$ cat src/rtl/fcfs_pkg.sv
// Shared definitions for the first-come first-served arbiter.
// Assumes: nothing beyond IEEE 1800-2017.
package fcfs_pkg;

    // Reason the grant output takes its next value.
    typedef enum logic [1:0] {
        GNT_IDLE   = 2'd0,  // nothing waiting
        GNT_SETTLE = 2'd1,  // same-cycle arrivals being settled
        GNT_MASKED = 2'd2,  // output enable off
        GNT_DRIVE  = 2'd3   // front of the list drives its grant
    } gnt_mode_e;

endpackage

$ cat src/rtl/fcfs_req_sync.sv
// Brings the asynchronous active-low requests into the clock domain.
// Output is active high. Assumes: STAGES >= 2, reset is synchronous.
module fcfs_req_sync #(
    parameter int N_REQ  = 4,
    parameter int STAGES = 2
) (
    input  logic             clk,
    input  logic             rst_n,
    input  logic [N_REQ-1:0] req_n,
    output logic [N_REQ-1:0] req_act
);

    logic [N_REQ-1:0] stage_q [STAGES];

    for (genvar s = 0; s < STAGES; s++) begin : g_stage
        if (s == 0) begin : g_first
            // Purpose: first capture of the inverted request lines.
            always_ff @(posedge clk) begin
                if (!rst_n) stage_q[s] <= '0;
                else        stage_q[s] <= ~req_n;
            end
        end else begin : g_next
            // Purpose: further settling stages of the synchronizer.
            always_ff @(posedge clk) begin
                if (!rst_n) stage_q[s] <= '0;
                else        stage_q[s] <= stage_q[s-1];
            end
        end
    end

    assign req_act = stage_q[STAGES-1];

endmodule

$ cat src/rtl/fcfs_order_queue.sv
// Keeps requester indices in arrival order. Each cycle it drops every entry
// whose request has gone away, closes the gaps, and then appends the new
// arrivals in ascending index order. It raises a one-cycle settle flag when
// several requesters arrive together into an empty list.
// Assumes: req_act is already synchronized.
module fcfs_order_queue #(
    parameter int N_REQ = 4,
    localparam int IDXW = (N_REQ > 1) ? $clog2(N_REQ) : 1,
    localparam int CNTW = $clog2(N_REQ + 1)
) (
    input  logic             clk,
    input  logic             rst_n,
    input  logic [N_REQ-1:0] req_act,
    output logic [IDXW-1:0]  head_idx,
    output logic             head_valid,
    output logic             settle
);

    logic [IDXW-1:0]  slot_q [N_REQ];
    logic [IDXW-1:0]  slot_d [N_REQ];
    logic [CNTW-1:0]  cnt_q, cnt_d;
    logic [N_REQ-1:0] prev_q;
    logic [N_REQ-1:0] arrive;
    logic             settle_q, settle_d;

    // Purpose: compact the surviving entries, then append the new arrivals.
    always_comb begin
        int k;
        int kept;
        arrive = req_act & ~prev_q;
        slot_d = slot_q;
        k = 0;
        for (int i = 0; i < N_REQ; i++) begin
            if (i < int'(cnt_q) && req_act[slot_q[i]]) begin
                slot_d[k[IDXW-1:0]] = slot_q[i];
                k = k + 1;
            end
        end
        kept = k;
        for (int j = 0; j < N_REQ; j++) begin
            if (arrive[j] && k < N_REQ) begin
                slot_d[k[IDXW-1:0]] = IDXW'(j);
                k = k + 1;
            end
        end
        cnt_d    = CNTW'(k);
        settle_d = (kept == 0) && ($countones(arrive) > 1);
    end

    // Purpose: register the list, its fill and the previous request state.
    always_ff @(posedge clk) begin
        if (!rst_n) begin
            for (int i = 0; i < N_REQ; i++) slot_q[i] <= '0;
            cnt_q    <= '0;
            prev_q   <= '0;
            settle_q <= 1'b0;
        end else begin
            slot_q   <= slot_d;
            cnt_q    <= cnt_d;
            prev_q   <= req_act;
            settle_q <= settle_d;
        end
    end

    assign head_idx   = slot_q[0];
    assign head_valid = (cnt_q != '0);
    assign settle     = settle_q;

endmodule

$ cat src/rtl/fcfs_grant_drive.sv
// Turns the front of the arrival list into registered active-low grants.
// Grants are blanked while the list is empty, while a tie is settling, or
// while the output enable is off. Assumes: head_idx < N_REQ when valid.
module fcfs_grant_drive
    import fcfs_pkg::*;
#(
    parameter int N_REQ = 4,
    localparam int IDXW = (N_REQ > 1) ? $clog2(N_REQ) : 1
) (
    input  logic             clk,
    input  logic             rst_n,
    input  logic             oe_n,
    input  logic [IDXW-1:0]  head_idx,
    input  logic             head_valid,
    input  logic             settle,
    output logic [N_REQ-1:0] gnt_n
);

    gnt_mode_e        mode;
    logic [N_REQ-1:0] gnt_d, gnt_q;

    // Purpose: choose why the grants take their next value.
    always_comb begin
        if (!head_valid)  mode = GNT_IDLE;
        else if (settle)  mode = GNT_SETTLE;
        else if (oe_n)    mode = GNT_MASKED;
        else              mode = GNT_DRIVE;
    end

    // Purpose: decode the front index into one active-low grant.
    always_comb begin
        gnt_d = '1;
        if (mode == GNT_DRIVE) gnt_d[head_idx] = 1'b0;
    end

    // Purpose: register the grants so they cannot glitch.
    always_ff @(posedge clk) begin
        if (!rst_n) gnt_q <= '1;
        else        gnt_q <= gnt_d;
    end

    assign gnt_n = gnt_q;

endmodule

$ cat src/rtl/fcfs_arbiter.sv
// Top level of the first-come first-served arbiter: synchronizer, arrival
// list and grant driver in a chain. Assumes: one clock, synchronous
// active-low reset, asynchronous active-low request lines.
module fcfs_arbiter #(
    parameter int N_REQ       = 4,
    parameter int SYNC_STAGES = 2,
    localparam int IDXW = (N_REQ > 1) ? $clog2(N_REQ) : 1
) (
    input  logic             clk,
    input  logic             rst_n,
    input  logic             oe_n,
    input  logic [N_REQ-1:0] req_n,
    output logic [N_REQ-1:0] gnt_n
);

    logic [N_REQ-1:0] req_act;
    logic [IDXW-1:0]  head_idx;
    logic             head_valid;
    logic             settle;

    fcfs_req_sync #(.N_REQ(N_REQ), .STAGES(SYNC_STAGES)) u_sync (
        .clk     (clk),
        .rst_n   (rst_n),
        .req_n   (req_n),
        .req_act (req_act)
    );

    fcfs_order_queue #(.N_REQ(N_REQ)) u_queue (
        .clk        (clk),
        .rst_n      (rst_n),
        .req_act    (req_act),
        .head_idx   (head_idx),
        .head_valid (head_valid),
        .settle     (settle)
    );

    fcfs_grant_drive #(.N_REQ(N_REQ)) u_drive (
        .clk        (clk),
        .rst_n      (rst_n),
        .oe_n       (oe_n),
        .head_idx   (head_idx),
        .head_valid (head_valid),
        .settle     (settle),
        .gnt_n      (gnt_n)
    );

endmodule

$ cat config.mk
export PLATFORM = sky130hd
export DESIGN_NAME = fcfs_arbiter
export DESIGN_NICKNAME = d
export VERILOG_FILES = /design/src/rtl/fcfs_pkg.sv /design/src/rtl/fcfs_req_sync.sv /design/src/rtl/fcfs_order_queue.sv /design/src/rtl/fcfs_grant_drive.sv /design/src/rtl/fcfs_arbiter.sv
export SDC_FILE = /design/constraint.sdc
export NUM_CORES = 1
export LEC_CHECK = 0
export ABC_AREA = 1
export CAP_MARGIN = 20
export CORE_MARGIN = 10
export CORE_UTILIZATION = 55
export DETAILED_ROUTE_END_ITERATION = 10
export GPL_ROUTABILITY_DRIVEN = 0
export HOLD_SLACK_MARGIN = 0.06
export PLACE_DENSITY = 0.74
export SLEW_MARGIN = 40
export SYNTH_ARGS = -nofsm -noshare
export SYNTH_HDL_FRONTEND = slang
export SYNTH_HIERARCHICAL = 1
export SYNTH_SLANG_ARGS = --single-unit
$ cat constraint.sdc
create_clock -name clk -period 5.3 [get_ports clk]
set_input_delay 1.325 -clock clk [delete_from_list [all_inputs] [get_ports clk]]
set_output_delay 1.325 -clock clk [all_outputs]
set_load 0.02 [all_outputs]
# Yosys cells after proc, flatten, opt, wreduce, memory -nomap -nowiden
# Memory sizes are Yosys's and may differ from the RTL's.
# Index checks and enable logic that the tools add are counted.
# totals
output_inout_bits,4
in_bits,7
wordCells,139
mem_bits_rw,8
regBits,20
mem_count,1
# op_classes
reduce_logical,20
muxes,49
n_eq_ne,1
order_cmp,28
addsub,10
bitwise_logic,22
# mem_list
name,words,width,rd,rd_ports_with_merged_regs,wr,line,rtl
u_sync.stage_q,2,4,2,0,2,fcfs_req_sync.sv:13,logic [N_REQ-1:0] stage_q [STAGES];
# ops
op,count
$mux 32,6
$add 32x2->32 const B,5
$lt 32x4->1 const B,4
$mux 8,7
$add 32x32->32,1
$gt 32x2->1 const B,1
$logic_not 32->1,1
$demux 2 s2,7
$bwmux 8,3
$ge 3x3->1 const B,7
$lt 3x1->1 const B,7
$not 4->4,5
$mux 2,9
$not 2->3,6
$logic_and 1x1->1,17
$and 4x4->4,3
$lt 2x3->1 const B,4
$mux 1,9
$and 8x8->8,1
$bmux 1 s2,4
$mux 4,2
$not 8->8,1
$or 4x4->4,2
$or 8x8->8,1
other kinds (13),17

# Longest topological paths before layout
# Gate-level depths: netlist (run 1).
# An unclocked memory read counts as a cell.
# depth
ltp_word,27
depth_mapped,29
mapped_depth_nobuf,29

# By module
# The synthesis (run 1) kept the hierarchy.
# modules_own_cells
mod,seq_area_each_um2,area_each_um2,n_inst,cells_per_inst
fcfs_order_queue,320.3,1860.5,1,287
fcfs_req_sync,160.2,209.0,1,21
fcfs_grant_drive,80.1,140.1,1,18

# Worst setup path before layout (run 1)
# Ideal clock, no wire load.
# synth_path
path_type,flip-flop to flip-flop
start,reg u_queue/slot_q[4] (netlist name)
end,reg u_queue.cnt_q[2]
n_path_buf,0
period_less_slack_ns,3.651
setup_time_ns,0.115
t_required_ns,5.185
path_stages_with_launch,28
setup_slack_ns,1.649
arrival_ns,3.536
cell_sequence,dfxtp_1 -> inv_2 -> nand2_1 -> nand3_1 -> nand2_1 -> nand2_1 -> ha_1 -> inv_1 -> nand2_1 -> nand2_2 -> inv_1 -> ha_1 -> nand2_1 -> nand2_1 -> ha_1 -> nand4_1 -> nand2_2 -> ha_1 -> nand2_1 -> nand2_2 -> ha_1 -> nand2_1 -> nand2_1 -> ha_1 -> inv_1 -> nor2_1 -> o21ai_0 -> inv_1
# synth_via
elab_chain_cells,20
elab_cells_between_ends,24
classes_between,add/sub (6); order compare (4); mux (9); reduce/logical (5)
# synth_lines
element,line,rtl
"start, declared",fcfs_order_queue.sv:19,logic [IDXW-1:0] slot_q [N_REQ];
"start signal, assigned",fcfs_order_queue.sv:58,slot_q <= slot_d;
$bmux 1 s2 *,fcfs_order_queue.sv:34,if (i < int'(cnt_q) && req_act[slot_q[i]]) begin
$mux 1 (implied by the code) *,fcfs_order_queue.sv:34,
$logic_and 1x1->1 *,fcfs_order_queue.sv:34,
$mux 32 *,fcfs_order_queue.sv:34,
$add 32x2->32,fcfs_order_queue.sv:36,k = k + 1;
$mux 32 *,fcfs_order_queue.sv:34,
$add 32x2->32,fcfs_order_queue.sv:36,
$mux 32 *,fcfs_order_queue.sv:34,
(+4 left out),-,
$logic_and 1x1->1,fcfs_order_queue.sv:41,if (arrive[j] && k < N_REQ) begin
$mux 32 *,fcfs_order_queue.sv:41,
$lt 32x4->1,fcfs_order_queue.sv:41,
$logic_and 1x1->1,fcfs_order_queue.sv:41,
$mux 32 *,fcfs_order_queue.sv:41,
$lt 32x4->1,fcfs_order_queue.sv:41,
$logic_and 1x1->1,fcfs_order_queue.sv:41,
$mux 3 *,fcfs_order_queue.sv:41,
"end signal, assigned",fcfs_order_queue.sv:59,cnt_q <= cnt_d;
"end, declared",fcfs_order_queue.sv:21,"logic [CNTW-1:0] cnt_q, cnt_d;"
# Every way passes the cells marked *; elsewhere a longest branch is shown, timed or not. The select of a mux whose other input is x is not followed.
# A chain may end at the register's enable or synchronous reset.

# Final worst setup path (run 1)
# Ends and elaborated chain as after synthesis.

==> results of run 1 <==
[synth_stat cells, types with 3 or more instances]
| library cell | number |
|---|---|
| sky130_fd_sc_hd__nor2_1 | 24 |
| sky130_fd_sc_hd__nand2_2 | 12 |
| sky130_fd_sc_hd__inv_1 | 49 |
| sky130_fd_sc_hd__dfxtp_1 | 28 |
| sky130_fd_sc_hd__o21ai_0 | 11 |
| sky130_fd_sc_hd__ha_1 | 21 |
| sky130_fd_sc_hd__nand2_1 | 97 |
| sky130_fd_sc_hd__nand2_4 | 5 |
| sky130_fd_sc_hd__nand3_1 | 24 |
| sky130_fd_sc_hd__a21oi_1 | 11 |
| sky130_fd_sc_hd__o211ai_1 | 3 |
| sky130_fd_sc_hd__nand4_1 | 3 |
| sky130_fd_sc_hd__nor2_4 | 4 |
| sky130_fd_sc_hd__nor2_2 | 4 |
| sky130_fd_sc_hd__inv_2 | 9 |
[sequential cells by signal, summed over array words and instances, names as in the netlist]
register / count
u_queue/cnt_q: 3
u_drive/gnt_n: 4
u_queue/prev_q: 4
u_queue/settle: 1
u_sync/stage_q: 8
u_queue/head_idx: 2
u_queue/slot_q: 6
[worst paths after layout]
kind | start | endpoint | cells past startpoint
worst min register to register | u_sync/stage_q[0][2] | u_sync/stage_q[1][2] | 2
worst min-delay path | u_sync/stage_q[0][2] | u_sync/stage_q[1][2] | 2
worst max register to register | u_queue/slot_q[4] | u_queue/cnt_q[2] | 27
worst max-delay path | u_queue/slot_q[4] | u_queue/cnt_q[2] | 27
[final cells by class]
class | instances | area (um^2)
clock buffer | 3 | 41.29
clock inverter | 1 | 30.03
fill | 370 | 1361
inverter | 59 | 226.5
multi-input combinational | 235 | 1391
sequential | 28 | 560.5
tap | 48 | 60.06
timing repair buffer | 10 | 100.1
[worst min-delay path, delay by kind of cell, from the launching register on]
family	cells	cell delay [ns]
buffers and inverters	1	0.04
and+or+nand+nor	1	0.05
DFF	1	0.32
[stage by stage]
| stage | area, um^2 | utilization, % |
|---|---|---|
| after floorplan | 2210 | - |
| after global placement | 2338 | 62.01 |
| after detailed placement | 2338 | 62.01 |
| after CTS | 2410 | 63.90 |
| after global routing | 2410 | 63.90 |
| final | 2410 | 63.90 |
[routing by layer]
metal | track usage (%) | part of all wire (%) | vias to the layer above
li1 | - | - | 1030
met1 | 16.85 | 48 | 906
met2 | 21.16 | 48 | 40
met3 | 2.930 | 4.7 | 0
met4 | 1.231 | 0 | 0
met5 | 0 | 0 | -
[cells by family (layout without fill, tap and decap cells)]
family	after synthesis	in the layout	synth area share, %
flip-flops	28	28	25.37
AO/OA/AOI/OAI	35	35	10.82
AND/OR/NAND/NOR	178	178	39.35
buffers and inverters	63	73	11.66
adder cells (fa/ha/maj)	22	22	12.80
[power by group through the flow]
stage | logic (mW) | clock network, mW | registers (mW)
CTS | 0.0894 | 0.168 | 0.226
global placement | 0.0874 | 0 | 0.230
detailed placement | 0.0889 | 0 | 0.231
finish | 0.0896 | 0.166 | 0.226
floorplan | 0.0683 | 0 | 0.229
global route | 0.102 | 0.175 | 0.227
==> report_table.html, run 1 <==
<table>
<tr><th>Metric</th><th>Value</th></tr>
<tr><th colspan="2">Logic synthesis</th></tr>
<tr><td>Yosys cell types</td><td>32</td></tr>
<tr><td>Most area-consuming cells after synthesis</td><td>sky130_fd_sc_hd__dfxtp_1 25%, sky130_fd_sc_hd__nand2_1 16%, sky130_fd_sc_hd__ha_1 12%, sky130_fd_sc_hd__inv_1 8.3%, sky130_fd_sc_hd__nand3_1 5.4%</td></tr>
<tr><td>Number of synthesized register bits</td><td>28</td></tr>
<tr><td>Mean post-synth cell area</td><td>6.778 um^2</td></tr>
<tr><td>Number of enable-type register cells in the synthesized netlist</td><td>0</td></tr>
<tr><td>Most used flip-flop cell after synthesis</td><td>sky130_fd_sc_hd__dfxtp_1</td></tr>
<tr><td>Synthesis warning total</td><td>6</td></tr>
<tr><td>Net count after synthesis</td><td>355</td></tr>
<tr><td>Async set-reset flop share out of synthesis</td><td>0%</td></tr>
<tr><td>Area share of the leading cell type in the synthesized netlist</td><td>25.37%</td></tr>
<tr><td>Area of the mapped netlist</td><td>2210 um^2</td></tr>
<tr><td>Sequential element share of the synthesized area</td><td>25.37%</td></tr>
<tr><td>Cell type with the highest aggregate area in the netlist</td><td>sky130_fd_sc_hd__dfxtp_1</td></tr>
<tr><td>Synthesized instance count</td><td>326</td></tr>
<tr><th colspan="2">Detailed routing</th></tr>
<tr><td>DRC violation count after routing</td><td>0</td></tr>
<tr><td>Average via count per standard cell</td><td>5.146</td></tr>
<tr><td>Iteration-0 DRC count of the detailed router</td><td>178</td></tr>
<tr><td>TritonRoute pass-1 iters</td><td>5</td></tr>
<tr><td>Post-route ant nets</td><td>0</td></tr>
<tr><td>Sum of routed wire length over all layers</td><td>4.812 mm</td></tr>
<tr><td>Routed length per placed instance</td><td>12.53 um</td></tr>
<tr><td>Overall via count from detail_route</td><td>1,976</td></tr>
<tr><th colspan="2">Run</th></tr>
<tr><td>Max cap viols</td><td>0</td></tr>
<tr><th colspan="2">Global routing</th></tr>
<tr><td>Antenna violations before repair</td><td>0</td></tr>
<tr><td>Largest net degree at the start of global routing</td><td>17</td></tr>
<tr><td>Residual overflow from global routing</td><td>0</td></tr>
<tr><td>First-pass GRT wire length</td><td>7.762 mm</td></tr>
<tr><td>Vias in the first global route</td><td>1,680</td></tr>
<tr><td>Global Route Usage Sum</td><td>12.78%</td></tr>
<tr><th colspan="2">Finish</th></tr>
<tr><td>Area growth from synthesis to final layout</td><td>9.060%</td></tr>
<tr><td>Commonest cells after routing, fill and taps aside</td><td>97 x sky130_fd_sc_hd__nand2_1, 49 x sky130_fd_sc_hd__inv_1, 28 x sky130_fd_sc_hd__dfxtp_1</td></tr>
<tr><td>Share of final-layout standard cells stronger than drive strength 1</td><td>14.88%</td></tr>
<tr><td>Most common cell after layout, fill and taps aside</td><td>sky130_fd_sc_hd__nand2_1</td></tr>
<tr><td>Final net count</td><td>366</td></tr>
<tr><td>Number of diodes added for antenna fixing</td><td>0</td></tr>
<tr><td>Post-route non-filler standard cell count</td><td>384</td></tr>
<tr><th colspan="2">Power and ir drop</th></tr>
<tr><td>Combinational cell fraction of total power</td><td>18.6%</td></tr>
<tr><td>Worst VDD drop</td><td>204.8 uV</td></tr>
<tr><td>Cell leakage power</td><td>1.195 nW</td></tr>
<tr><td>Fraction of power consumed by sequential logic</td><td>47.0%</td></tr>
<tr><td>Switching portion of total power</td><td>27.08%</td></tr>
<tr><td>Post-layout power</td><td>0.4813 mW</td></tr>
<tr><td>Internal power consumption</td><td>0.3510 mW</td></tr>
<tr><td>Power density over the cells</td><td>199.7 nW/um^2</td></tr>
<tr><td>Clk network pwr share</td><td>34.4%</td></tr>
<tr><td>Total net switching power</td><td>0.1303 mW</td></tr>
<tr><th colspan="2">Timing</th></tr>
<tr><td>Final setup violating endpoints</td><td>0</td></tr>
<tr><td>Clock Skews</td><td>0.002449 ns</td></tr>
<tr><td>Total Neg Setup Slack</td><td>0 ns</td></tr>
<tr><td>Achievable clock frequency</td><td>248.6 MHz</td></tr>
<tr><td>Worst hold margin</td><td>0.4220 ns</td></tr>
<tr><td>Post-route clock period utilization</td><td>75.90%</td></tr>
<tr><td>Number of max-slew violations in the final report</td><td>0</td></tr>
<tr><td>Slew at the pin closest to its max-slew limit</td><td>0.6119 ns</td></tr>
<tr><td>Minimum clock period after layout</td><td>4.023 ns</td></tr>
<tr><td>Unrepaired setup endpoints after global routing</td><td>no</td></tr>
<tr><td>Number of endpoints with negative hold slack in the final report</td><td>0</td></tr>
<tr><td>Worst Slack Setup Final</td><td>1.277 ns</td></tr>
<tr><td>Worst relative slew slack</td><td>59.08%</td></tr>
<tr><th colspan="2">CTS</th></tr>
<tr><td>Clock latency on the worst-skew pair</td><td>0.27 ns</td></tr>
<tr><td>Sink count of the clock tree</td><td>28</td></tr>
<tr><td>Clock root buffer master</td><td>sky130_fd_sc_hd__clkbuf_8</td></tr>
<tr><td>CTS tree</td><td>built</td></tr>
<tr><td>Number of clock buffers inserted by TritonCTS</td><td>3</td></tr>
<tr><td>Number of buffers inserted for hold repair after clock tree synthesis</td><td>0</td></tr>
<tr><td>Level count of the clock H-tree</td><td>1</td></tr>
<tr><td>Post-CTS resize count</td><td>0</td></tr>
<tr><td>Clk slew on worst S/H paths</td><td>0.09 ns</td></tr>
<tr><td>Post-CTS Setup Inserts</td><td>0</td></tr>
<tr><td>Clock Tree Buf Depth</td><td>2</td></tr>
<tr><th colspan="2">Placement</th></tr>
<tr><td>Pre-CTS setup slack</td><td>1.303 ns</td></tr>
<tr><td>Cell Count Post-Placement</td><td>380</td></tr>
<tr><td>Number of buffer cells added on primary ports</td><td>10</td></tr>
<tr><td>Post-DP HPWL</td><td>3.954 mm</td></tr>
<tr><th colspan="2">Floorplan</th></tr>
<tr><td>Number of core rows</td><td>22</td></tr>
<tr><td>Standard cell core area</td><td>3771 um^2</td></tr>
<tr><td>Die width</td><td>83.39 um</td></tr>
<tr><td>Initial Utilization</td><td>58.59%</td></tr>
<tr><td>Area of the die</td><td>6953 um^2</td></tr>
<tr><td>I/O pins</td><td>11</td></tr>
<tr><td>Die Height</td><td>83.39 um</td></tr>
<tr><th colspan="2">Critical path</th></tr>
<tr><td>Data arrival time of the critical path</td><td>4.20 ns</td></tr>
<tr><td>Category of the critical setup timing path</td><td>reg -&gt; reg</td></tr>
<tr><td>Delay of the slowest critical-path stage</td><td>0.43 ns</td></tr>
<tr><td>Startpoint type of the worst setup path</td><td>flip-flop</td></tr>
<tr><td>Worst endpoint required time</td><td>5.48 ns</td></tr>
<tr><td>Most used cell along the critical path</td><td>sky130_fd_sc_hd__nand2_1</td></tr>
<tr><td>Critical-path maximum fanout</td><td>5</td></tr>
<tr><td>CP bufs+invs</td><td>5</td></tr>
<tr><td>Register-to-register setup slack</td><td>1.28 ns</td></tr>
<tr><td>Cell type group with the largest total delay on the critical path</td><td>adder cells</td></tr>
<tr><td>Slowest-stage cell, CP</td><td>sky130_fd_sc_hd__dfxtp_1</td></tr>
<tr><td>Worst setup EP type</td><td>flip-flop</td></tr>
<tr><th colspan="2">Worst hold path</th></tr>
<tr><td>Tightest Hold Check Type</td><td>reg -&gt; reg</td></tr>
<tr><th colspan="2">Status</th></tr>
<tr><td>Outcome</td><td>completed</td></tr>
</table>
No activity file was read; power rests on OpenSTA's default activity.
==> run 2: changes to the inputs <==
--- a/config.mk
+++ b/config.mk
@@ -8,11 +8,11 @@
 export ABC_AREA = 1
 export CAP_MARGIN = 20
 export CORE_MARGIN = 10
-export CORE_UTILIZATION = 55
+export CORE_UTILIZATION = 54
 export DETAILED_ROUTE_END_ITERATION = 10
 export GPL_ROUTABILITY_DRIVEN = 0
 export HOLD_SLACK_MARGIN = 0.06
-export PLACE_DENSITY = 0.74
+export PLACE_DENSITY = 0.76
 export SLEW_MARGIN = 40
 export SYNTH_ARGS = -nofsm -noshare
 export SYNTH_HDL_FRONTEND = slang
==> constraint.sdc (replaced) <==
create_clock -name clk -period 3.5 [get_ports clk]
set_input_delay 0.875 -clock clk [delete_from_list [all_inputs] [get_ports clk]]
set_output_delay 0.875 -clock clk [all_outputs]
set_load 0.02 [all_outputs]
==> report_table.html, run 2 (synthesis gave the netlist of run 1 again) <==
<table>
<tr><th>Metric</th><th>Value</th></tr>
<tr><th colspan="2">Global routing</th></tr>
<tr><td>First-pass GRT wire length</td><td>9.273 mm</td></tr>
<tr><td>Global Route Usage Sum</td><td>15.39%</td></tr>
<tr><td>Residual overflow from global routing</td><td>0</td></tr>
<tr><td>Antenna violations before repair</td><td>0</td></tr>
<tr><td>Vias in the first global route</td><td>2,040</td></tr>
<tr><td>Busiest grt layer</td><td>met2</td></tr>
<tr><td>Largest net degree at the start of global routing</td><td>17</td></tr>
<tr><td>M3 GR Usage</td><td>2.344%</td></tr>
<tr><td>Global Route met2 Usage</td><td>25.09%</td></tr>
<tr><td>Met1 Use GR</td><td>20.04%</td></tr>
<tr><th colspan="2">Detailed routing</th></tr>
<tr><td>Routed length per placed instance</td><td>13.44 um</td></tr>
<tr><td>DRC violation count after routing</td><td>0</td></tr>
<tr><td>Post-route ant nets</td><td>0</td></tr>
<tr><td>Iteration-0 DRC count of the detailed router</td><td>184</td></tr>
<tr><td>TritonRoute pass-1 iters</td><td>4</td></tr>
<tr><td>Overall via count from detail_route</td><td>2,165</td></tr>
<tr><td>Average via count per standard cell</td><td>5.035</td></tr>
<tr><td>Sum of routed wire length over all layers</td><td>5.781 mm</td></tr>
<tr><th colspan="2">Critical path</th></tr>
<tr><td>Most used cell along the critical path</td><td>sky130_fd_sc_hd__nand2_2</td></tr>
<tr><td>Cell count of the worst reg-to-reg path</td><td>27</td></tr>
<tr><td>Critical-path maximum fanout</td><td>4</td></tr>
<tr><td>Data arrival time of the critical path</td><td>3.52 ns</td></tr>
<tr><td>Worst endpoint required time</td><td>3.67 ns</td></tr>
<tr><td>Worst setup EP type</td><td>flip-flop</td></tr>
<tr><td>Delay of the slowest critical-path stage</td><td>0.38 ns</td></tr>
<tr><td>Slowest-stage cell, CP</td><td>sky130_fd_sc_hd__dfxtp_4</td></tr>
<tr><td>Category of the critical setup timing path</td><td>reg -&gt; reg</td></tr>
<tr><td>Startpoint type of the worst setup path</td><td>flip-flop</td></tr>
<tr><th colspan="2">Timing</th></tr>
<tr><td>Minimum clock period after layout</td><td>3.348 ns</td></tr>
<tr><td>Slew at the pin closest to its max-slew limit</td><td>0.6496 ns</td></tr>
<tr><td>Clock Skews</td><td>0.002333 ns</td></tr>
<tr><td>Total Neg Setup Slack</td><td>0 ns</td></tr>
<tr><td>Number of endpoints with negative hold slack in the final report</td><td>0</td></tr>
<tr><td>Final setup violating endpoints</td><td>0</td></tr>
<tr><td>Achievable clock frequency</td><td>298.7 MHz</td></tr>
<tr><td>Post-route clock period utilization</td><td>95.66%</td></tr>
<tr><td>Worst Slack Setup Final</td><td>0.1521 ns</td></tr>
<tr><td>Worst hold margin</td><td>0.4120 ns</td></tr>
<tr><td>Number of max-slew violations in the final report</td><td>0</td></tr>
<tr><td>Worst relative slew slack</td><td>56.56%</td></tr>
<tr><th colspan="2">Floorplan</th></tr>
<tr><td>Area of the die</td><td>7050 um^2</td></tr>
<tr><td>I/O pins</td><td>11</td></tr>
<tr><td>Initial Utilization</td><td>55.64%</td></tr>
<tr><td>Die Height</td><td>83.97 um</td></tr>
<tr><td>Die width</td><td>83.97 um</td></tr>
<tr><td>Number of core rows</td><td>23</td></tr>
<tr><td>Standard cell core area</td><td>3971 um^2</td></tr>
<tr><th colspan="2">CTS</th></tr>
<tr><td>Level count of the clock H-tree</td><td>1</td></tr>
<tr><td>Clock root buffer master</td><td>sky130_fd_sc_hd__clkbuf_8</td></tr>
<tr><td>CTS tree</td><td>built</td></tr>
<tr><td>Number of buffers inserted for hold repair after clock tree synthesis</td><td>0</td></tr>
<tr><td>Number of clock buffers inserted by TritonCTS</td><td>3</td></tr>
<tr><td>Clock latency on the worst-skew pair</td><td>0.27 ns</td></tr>
<tr><td>Clock Tree Buf Depth</td><td>2</td></tr>
<tr><td>Sink count of the clock tree</td><td>28</td></tr>
<tr><td>Clk slew on worst S/H paths</td><td>0.09 ns</td></tr>
<tr><th colspan="2">Placement</th></tr>
<tr><td>Cell Count Post-Placement</td><td>419</td></tr>
<tr><td>Pre-CTS setup slack</td><td>-0.1513 ns</td></tr>
<tr><td>Number of buffer cells added on primary ports</td><td>10</td></tr>
<tr><td>Post-DP HPWL</td><td>4.218 mm</td></tr>
<tr><th colspan="2">Finish</th></tr>
<tr><td>Registers with the most flip-flops</td><td>u_sync/stage_q: 8 flops, u_queue/slot_q: 6 flops</td></tr>
<tr><td>Number of diodes added for antenna fixing</td><td>0</td></tr>
<tr><td>Share of final-layout standard cells stronger than drive strength 1</td><td>37.63%</td></tr>
<tr><td>Commonest cells after routing, fill and taps aside</td><td>85 x sky130_fd_sc_hd__nand2_1, 43 x sky130_fd_sc_hd__buf_4, 41 x sky130_fd_sc_hd__inv_1</td></tr>
<tr><td>Final net count</td><td>410</td></tr>
<tr><td>Fill cells</td><td>305</td></tr>
<tr><td>Most flop-heavy register</td><td>u_sync/stage_q</td></tr>
<tr><td>Largest register FFs</td><td>8</td></tr>
<tr><td>Layout Utilization</td><td>74.73%</td></tr>
<tr><td>Post-route non-filler standard cell count</td><td>430</td></tr>
<tr><td>Most common cell after layout, fill and taps aside</td><td>sky130_fd_sc_hd__nand2_1</td></tr>
<tr><td>Area growth from synthesis to final layout</td><td>34.32%</td></tr>
<tr><th colspan="2">Power and ir drop</th></tr>
<tr><td>Cell leakage power</td><td>1.434 nW</td></tr>
<tr><td>Power density over the cells</td><td>271.5 nW/um^2</td></tr>
<tr><td>Worst VDD drop</td><td>377.9 uV</td></tr>
<tr><th colspan="2">Worst hold path</th></tr>
<tr><td>Tightest Hold Check Type</td><td>reg -&gt; reg</td></tr>
<tr><td>Worst hold path cell count</td><td>2</td></tr>
<tr><th colspan="2">Run</th></tr>
<tr><td>Max cap viols</td><td>0</td></tr>
<tr><th colspan="2">Status</th></tr>
<tr><td>Outcome</td><td>completed</td></tr>
</table>
==> run 2: cell types whose count changed in the layout (fill, tap and decap cells not counted), sizes merged <==
cell / delta
buf: +44
==> run 2: final timing paths <==
path / endpoint / startpoint / slack, ns
max: u_queue/slot_q[1] / u_queue/slot_q[4] / 0.15
min: u_sync/stage_q[1][2] / u_sync/stage_q[0][2] / 0.41
max reg2reg: u_queue/slot_q[1] / u_queue/slot_q[4] / 0.15
min reg2reg: u_sync/stage_q[1][2] / u_sync/stage_q[0][2] / 0.41
==> run 2: repair_timing <==
action                     in CTS  in global routing
resized for setup               9                 47
hold endpoints to repair        0                  0
setup buffers                   2                  5
pin swaps                       5                 22
setup endpoints to repair       9                 11
cloned                          0                  0
==> run 2: layer usage <==
layer / vias to the layer above / routed length [um]
met5: - / 0
met4: 0 / 123
met3: 12 / 210
met2: 47 / 2809
met1: 991 / 2638
li1: 1115 / -
==> run 2: where the power goes <==
| part | total [mW] | switching, mW | internal (mW) |
|---|---|---|---|
| registers | 0.342 | 0.0104 | 0.332 |
| clock network | 0.250 | 0.0968 | 0.153 |
| logic | 0.214 | 0.122 | 0.0924 |
==> run 2: per-stage QoR <==
step | area, um^2 | power (mW)
global route | 2968 | 0.8452
global placement | 2640 | 0.5156
finish | 2968 | 0.8058
CTS | 2746 | 0.7743
detailed placement | 2640 | 0.5213
floorplan | 2231 | 0.4524
==> run 2: layout make-up <==
type	count	area, um^2	area share [%]
inverter	59	231.5	7.799
clock inverter	1	30.03	1.012
multi-input combinational	235	1592	53.63
timing repair buffer	54	434.2	14.63
tap	50	62.56	2.108
sequential	28	576.8	19.44
clock buffer	3	41.29	1.391
==> run 2: critical path: cells and delay by family (launching register included) <==
family	cells	cell delay, ns
adder cells (fa/ha/maj)	5	1.11
flip-flops	1	0.38
buffers and inverters	6	0.49
AND/OR/NAND/NOR	15	1.08
AO/OA/AOI/OAI	1	0.18
